File: src/rtl/dsadc_pkg.sv
package dsadc_pkg;
    typedef enum logic [1:0] {
        PH_IDLE  = 2'd0,
        PH_RUNUP = 2'd1,
        PH_RUNDN = 2'd2
    } phase_e;

    localparam int unsigned BCD_W = 4;
    localparam logic [3:0] BCD_MAX = 4'd9;
endpackage

File: src/rtl/dsadc_bcd_digit.sv
module dsadc_bcd_digit
    import dsadc_pkg::*;
(
    input  logic             clk,
    input  logic             rst_n,
    input  logic             clr_i,
    input  logic             inc_i,
    output logic [BCD_W-1:0] digit_o,
    output logic             carry_o
);
    logic [BCD_W-1:0] digit_d, digit_q;

    always_comb begin
        digit_d = digit_q;
        if (clr_i) begin
            digit_d = '0;
        end else if (inc_i) begin
            digit_d = (digit_q == BCD_MAX) ? '0 : digit_q + 4'd1;
        end
    end

    always_ff @(posedge clk or negedge rst_n) begin
        if (!rst_n) digit_q <= '0;
        else        digit_q <= digit_d;
    end

    assign digit_o = digit_q;
    assign carry_o = inc_i && !clr_i && (digit_q == BCD_MAX);

    assert_digit_range_R3: assert property (@(posedge clk) disable iff (!rst_n)
        digit_q <= BCD_MAX);

    assert_digit_wrap_R3: assert property (@(posedge clk) disable iff (!rst_n)
        carry_o |=> (digit_q == '0));
endmodule

File: src/rtl/dsadc_bcd_counter.sv
module dsadc_bcd_counter
    import dsadc_pkg::*;
#(
    parameter int unsigned DIGITS = 4
) (
    input  logic                     clk,
    input  logic                     rst_n,
    input  logic                     clr_i,
    input  logic                     inc_i,
    output logic [DIGITS*BCD_W-1:0]  count_o,
    output logic                     ovf_o,
    output logic                     all_nines_o
);
    localparam int unsigned CW = DIGITS * BCD_W;

    logic [DIGITS:0]   inc_chain;
    logic [DIGITS-1:0] carry;
    logic [DIGITS-1:0] is_nine;

    assign inc_chain[0] = inc_i;

    for (genvar g = 0; g < DIGITS; g++) begin : g_digit
        dsadc_bcd_digit u_digit (
            .clk     (clk),
            .rst_n   (rst_n),
            .clr_i   (clr_i),
            .inc_i   (inc_chain[g]),
            .digit_o (count_o[g*BCD_W +: BCD_W]),
            .carry_o (carry[g])
        );
        assign inc_chain[g+1] = carry[g];
        assign is_nine[g]     = (count_o[g*BCD_W +: BCD_W] == BCD_MAX);
    end

    assign all_nines_o = &is_nine;
    assign ovf_o       = inc_chain[DIGITS];

    assert_wrap_to_zero_R4: assert property (@(posedge clk) disable iff (!rst_n)
        ovf_o |=> (count_o == {CW{1'b0}}));
endmodule

File: src/rtl/dsadc_ctrl.sv
module dsadc_ctrl
    import dsadc_pkg::*;
#(
    parameter int unsigned CW = 16
) (
    input  logic          clk,
    input  logic          rst_n,
    input  logic          start_i,
    input  logic          cmp_zero_i,
    input  logic          ovf_i,
    input  logic          all_nines_i,
    input  logic [CW-1:0] count_i,
    output logic          clr_o,
    output logic          inc_o,
    output logic          sel_ref_o,
    output logic          busy_o,
    output logic          done_o,
    output logic          ovr_o,
    output logic [CW-1:0] result_o
);
    typedef struct packed {
        phase_e        phase;
        logic          done;
        logic          ovr;
        logic [CW-1:0] result;
    } ctrl_t;

    ctrl_t st_d, st_q;

    always_comb begin
        st_d      = st_q;
        st_d.done = 1'b0;
        clr_o     = 1'b0;
        inc_o     = 1'b0;
        unique case (st_q.phase)
            PH_IDLE: begin
                if (start_i) begin
                    clr_o      = 1'b1;
                    st_d.phase = PH_RUNUP;
                    st_d.ovr   = 1'b0;
                end
            end
            PH_RUNUP: begin
                inc_o = 1'b1;
                if (ovf_i) st_d.phase = PH_RUNDN;
            end
            PH_RUNDN: begin
                if (cmp_zero_i) begin
                    st_d.result = count_i;
                    st_d.done   = 1'b1;
                    st_d.phase  = PH_IDLE;
                end else if (all_nines_i) begin
                    st_d.result = count_i;
                    st_d.ovr    = 1'b1;
                    st_d.done   = 1'b1;
                    st_d.phase  = PH_IDLE;
                end else begin
                    inc_o = 1'b1;
                end
            end
            default: st_d.phase = PH_IDLE;
        endcase
    end

    always_ff @(posedge clk or negedge rst_n) begin
        if (!rst_n) begin
            st_q <= '{phase: PH_IDLE, done: 1'b0, ovr: 1'b0, result: '0};
        end else begin
            st_q <= st_d;
        end
    end

    assign busy_o    = (st_q.phase != PH_IDLE);
    assign sel_ref_o = (st_q.phase == PH_RUNDN);
    assign done_o    = st_q.done;
    assign ovr_o     = st_q.ovr;
    assign result_o  = st_q.result;

    assert_done_single_R6: assert property (@(posedge clk) disable iff (!rst_n)
        done_o |=> !done_o);

    assert_done_not_busy_R6: assert property (@(posedge clk) disable iff (!rst_n)
        done_o |-> !busy_o);

    assert_sel_in_busy_R4: assert property (@(posedge clk) disable iff (!rst_n)
        sel_ref_o |-> busy_o);

    assert_sel_rise_zero_R4: assert property (@(posedge clk) disable iff (!rst_n)
        $rose(sel_ref_o) |-> (count_i == '0));

    assert_ovr_with_done_R7: assert property (@(posedge clk) disable iff (!rst_n)
        $rose(ovr_o) |-> done_o);

    assert_result_hold_R10: assert property (@(posedge clk) disable iff (!rst_n)
        !done_o |=> (done_o || $stable(result_o)));

    assert_start_clears_R2: assert property (@(posedge clk) disable iff (!rst_n)
        (!busy_o && start_i) |=> (busy_o && !sel_ref_o && count_i == '0));
endmodule

File: src/rtl/dual_slope_seq.sv
module dual_slope_seq
    import dsadc_pkg::*;
#(
    parameter int unsigned DIGITS = 4
) (
    input  logic                    clk,
    input  logic                    rst_n,
    input  logic                    start_i,
    input  logic                    cmp_zero_i,
    output logic                    sel_ref_o,
    output logic                    busy_o,
    output logic                    done_o,
    output logic                    ovr_o,
    output logic [DIGITS*BCD_W-1:0] count_o,
    output logic [DIGITS*BCD_W-1:0] result_o
);
    localparam int unsigned CW = DIGITS * BCD_W;

    logic          cnt_clr;
    logic          cnt_inc;
    logic          cnt_ovf;
    logic          cnt_nines;
    logic [CW-1:0] cnt_val;

    dsadc_bcd_counter #(.DIGITS(DIGITS)) u_counter (
        .clk         (clk),
        .rst_n       (rst_n),
        .clr_i       (cnt_clr),
        .inc_i       (cnt_inc),
        .count_o     (cnt_val),
        .ovf_o       (cnt_ovf),
        .all_nines_o (cnt_nines)
    );

    dsadc_ctrl #(.CW(CW)) u_ctrl (
        .clk         (clk),
        .rst_n       (rst_n),
        .start_i     (start_i),
        .cmp_zero_i  (cmp_zero_i),
        .ovf_i       (cnt_ovf),
        .all_nines_i (cnt_nines),
        .count_i     (cnt_val),
        .clr_o       (cnt_clr),
        .inc_o       (cnt_inc),
        .sel_ref_o   (sel_ref_o),
        .busy_o      (busy_o),
        .done_o      (done_o),
        .ovr_o       (ovr_o),
        .result_o    (result_o)
    );

    assign count_o = cnt_val;

    assert_idle_frozen_R9: assert property (@(posedge clk) disable iff (!rst_n)
        (!busy_o && !start_i) |=> $stable(count_o));
endmodule

File: config.mk
export PLATFORM = sky130hd
export DESIGN_NAME = dual_slope_seq
export DESIGN_NICKNAME = d
export VERILOG_FILES = /design/src/rtl/dsadc_pkg.sv /design/src/rtl/dsadc_bcd_digit.sv /design/src/rtl/dsadc_bcd_counter.sv /design/src/rtl/dsadc_ctrl.sv /design/src/rtl/dual_slope_seq.sv
export SDC_FILE = /design/constraint.sdc
export NUM_CORES = 1
export LEC_CHECK = 0
export CAP_MARGIN = 20
export CELL_PAD_IN_SITES_DETAIL_PLACEMENT = 2
export CELL_PAD_IN_SITES_GLOBAL_PLACEMENT = 2
export CORE_MARGIN = 1.5
export CORE_UTILIZATION = 35
export CTS_CLUSTER_SIZE = 16
export DETAILED_ROUTE_END_ITERATION = 16
export GPL_ROUTABILITY_DRIVEN = 1
export PLACE_DENSITY_LB_ADDON = 0.1
export SLEW_MARGIN = 25
export SYNTH_ARGS = -nofsm -noshare
export SYNTH_HDL_FRONTEND = slang
export SYNTH_HIERARCHICAL = 1
export SYNTH_SLANG_ARGS = --single-unit
File: constraint.sdc
create_clock -name clk -period 6.4 [get_ports clk]
set_input_delay 1.28 -clock clk [delete_from_list [all_inputs] [get_ports clk]]
set_output_delay 1.28 -clock clk [all_outputs]
set_load 0.05 [all_outputs]
==> flow_summary.yaml <==
run_status:
  status: "finished clean"
layout:
  drive_above_1_share_pct: 15.9
  register_area_sq_um: 901
  syn2layout_area_growth_pct: 21.8
  utilization_pct: 44.6
  fillers: 590
  antenna_cells: 0
  multi_input_area_sq_um: 975
  finalNetCount: 230
grt:
  grt_use_met2_pct: 30.1
  use_met3_pct: 3.56
  top_usage_layer: "met2"
  track_usage_pct: 16.9
  grt_pass1_wl_um: 8150
  grt_pass1_vias: 1651
  grt_overflow_total: 0
  antenna_found_initial: 0
  grt_max_degree: 37
  grt_use_met1_pct: 20.2
critical_path:
  crit_path_start: "cmp_zero_i"
  r2r_cells: 12
  crit_arrival_ps: 5680
  end_kind: "register"
  critPathMaxFanout: 8
  r2r-start: "u_counter/g_digit[2].u_digit/digit_o[1]$_DFFE_PN0P_"
  required_ps: 6570
  timing.rr.end: "u_ctrl/st_q[19]$_DFFE_PN0P_"
  path_class: "primary input to register"
  rrSetupSlack_ps: 1410
  cp-start-kind: "primary input"
die:
  die_x_um: 79.4
  start_util_pct: 36.6
  die_area_sq_um: 6300
  dieHeight_um: 79.4
  io-pin-count: 40
  num_rows: 27
  core_sq_um: 5570
route:
  first_iter_violations: 45
  final_antenna_net_count: 0
  routed_via_density: 5.17
  vias: 1479
  route.detailed.wl_per_inst_um: 17.0
  route.detailed.drc: 0
  drt_wl_total_um: 4860
  firstDrtPassIters: 5
worst_hold_path:
  hp-class: "register to register"
  worst_hold_path.endpoint: "u_ctrl/result_o[6]$_DFFE_PN0P_"
  worstHoldStart: "u_ctrl/result_o[6]$_DFFE_PN0P_"
  whs_path_depth: 1
yosys:
  yosys_register_bits: 36
  syn_area_sq_um: 2040
  ys_warn_count: 6
  yosysTopAreaCell: "dfrtp_1"
  synth_top_area_share_pct: 44.1
  synth-seq-area-share_pct: 44.1
  synth_fp_nets: 200
  synth.distinct_cells: 28
  postSynthAreaPerCell_sq_um: 11.2
  synthCells: 183
  synth_area_leaders: "dfrtp_1 44%, mux2_2 8.8%, ha_1 8.0%, buf_4 6.3%, nand3b_1 3.3%"
cts:
  clk_latency_ps: 280
  cts.hold.buffers_added: 0
  cts.sinks: 36
  cts_buffer_depth: 2
  cts_tree: "done"
  clk_pin_slew_worst_paths_ps: 70
  postCtsSetupRepairBufs: 0
  h-tree-depth: 2
  numCtsBuffers: 5
  post_cts_resized: 0
  cts.root.buffer_cell: "clkbuf_8"
sta:
  finalSetupTns_ps: 0
  slew_viol_final: 0
  fmax_ghz: 0.182
  period_share_pct: 86.0
  worst_pin_slew_ps: 936
  period_minus_slack_ps: 5510
  finalSetupViolations: 0
  rsz0062_at_grt: "no"
  skew_ps: 3.58
  relSlewSlack_pct: 37.6
  hold_viol_final: 0
power:
  power.leakage_uw: 0.00112
  peakVddDrop_mv: 0.0873
  power.density_nw_per_um2: 161
run:
  maxCapViolations: 0
placed_design:
  io_buffers: 39
  dp.final_hpwl_um: 3470
  globalplace.congestion: 0.761
## cell families after synthesis
family	synth area share (%)
adders and majority gates	7.97
buffers and inverters	8.09
AOI/OAI and AO/OA	9.87
DFF	44.1
and+or+nand+nor	19.6
muxes	10.4
## cell usage in the layout, fill, tap and decap left out
cell and count:
a21boi_0 4, a21oi_1 13, a21oi_2 4, a222oi_1 1
and2_1 1, and2b_1 1, and4_1 1, and4b_1 4
and4bb_1 3, and4bb_2 1, buf_2 1, buf_4 1
clkbuf_1 2, clkbuf_8 6, clkdlybuf4s50_1 38, dfrtp_1 36
ha_1 13, inv_1 10, mux2_1 1, mux2_2 16
mux2i_1 2, nand2_1 12, nand2b_1 8, nand3b_1 9
nand3b_2 4, nor2_1 2, nor2b_1 1, nor3b_1 4
o21ai_0 9, o21ai_2 1, o31ai_1 1, or3b_1 4
## layout make-up
type | instances | share of cell area, %
Multi-Input combinational cell | 120 | 39.2
Sequential cell | 36 | 36.2
Timing Repair Buffer | 40 | 15.8
Clock buffer | 8 | 3.62
Tap cell | 72 | 3.62
Inverter | 10 | 1.51
## where the power goes
part           total (uW)  internal, uW  switching (uW)
clock network         166          87.8            77.9
registers             227           227               0
logic                6.93          1.54            5.38
total                 400           317            83.2
## sequential cells by signal, indices dropped and copies added (netlist names)
name	count
u_ctrl/done_o	1
u_counter/g_digit.u_digit/digit_o	16
u_ctrl/result_o	16
u_ctrl/st_q	2
u_ctrl/ovr_o	1
## how the worst max path moves through the flow
stage / slack [ps] / to / depth (start not counted)
CTS: 920 / u_ctrl/st_q[19]$_DFFE_PN0P_ / 11
detailed placement: 660 / u_ctrl/st_q[19]$_DFFE_PN0P_ / 11
global route: 380 / u_ctrl/st_q[19]$_DFFE_PN0P_ / 11
global placement: 890 / u_ctrl/st_q[19]$_DFFE_PN0P_ / 11
finish: 890 / u_ctrl/st_q[19]$_DFFE_PN0P_ / 11
floorplan: 2010 / u_ctrl/st_q[19]$_DFFE_PN0P_ / 10
## synth_stat cells
library cell and instances:
dfrtp_1 36, buf_4 17, mux2_2 16, a21oi_1 13
ha_1 13, nand2_1 12, inv_1 10, nand3b_1 9
o21ai_0 9, nand2b_1 8, a21boi_0 4, a21oi_2 4
and4b_1 4, nand3b_2 4, nor3b_1 4, or3b_1 4
and4bb_1 3, mux2i_1 2, nor2_1 2, a222oi_1 1
and2_1 1, and2b_1 1, and4_1 1, and4bb_2 1
mux2_1 1, nor2b_1 1, o21ai_2 1, o31ai_1 1
## metrics by stage
step | worst slack [ps] | hold slack [ps] | power, uW | std cells | instance area (sq um)
2_1_floorplan | 2010 | 481 | 232 | 183 | 2040
3_3_place_gp | 888 | 486 | 239 | 278 | 2400
3_5_place_dp | 658 | 493 | 239 | 278 | 2400
4_1_cts | 920 | 509 | 411 | 286 | 2490
5_1_grt | 385 | 530 | 418 | 286 | 2490
6_report | 893 | 507 | 400 | 286 | 2490
## critical path, cell delays in order
cell and delay, ps:
clkdlybuf4s50_1 480, nor2_1 170, a21oi_1 90, nor2b_1 370, nor3b_1 670, nor3b_1 650
nor3b_1 740, nor3b_1 260, inv_1 70, a222oi_1 530, mux2_1 370
## metal layers
layer,up-vias,wire length (um)
met4,0,59
met5,-,0
met2,26,2580
met3,5,132
met1,762,2080
li1,686,-
Note: power is estimated with default switching activity, not from simulation.
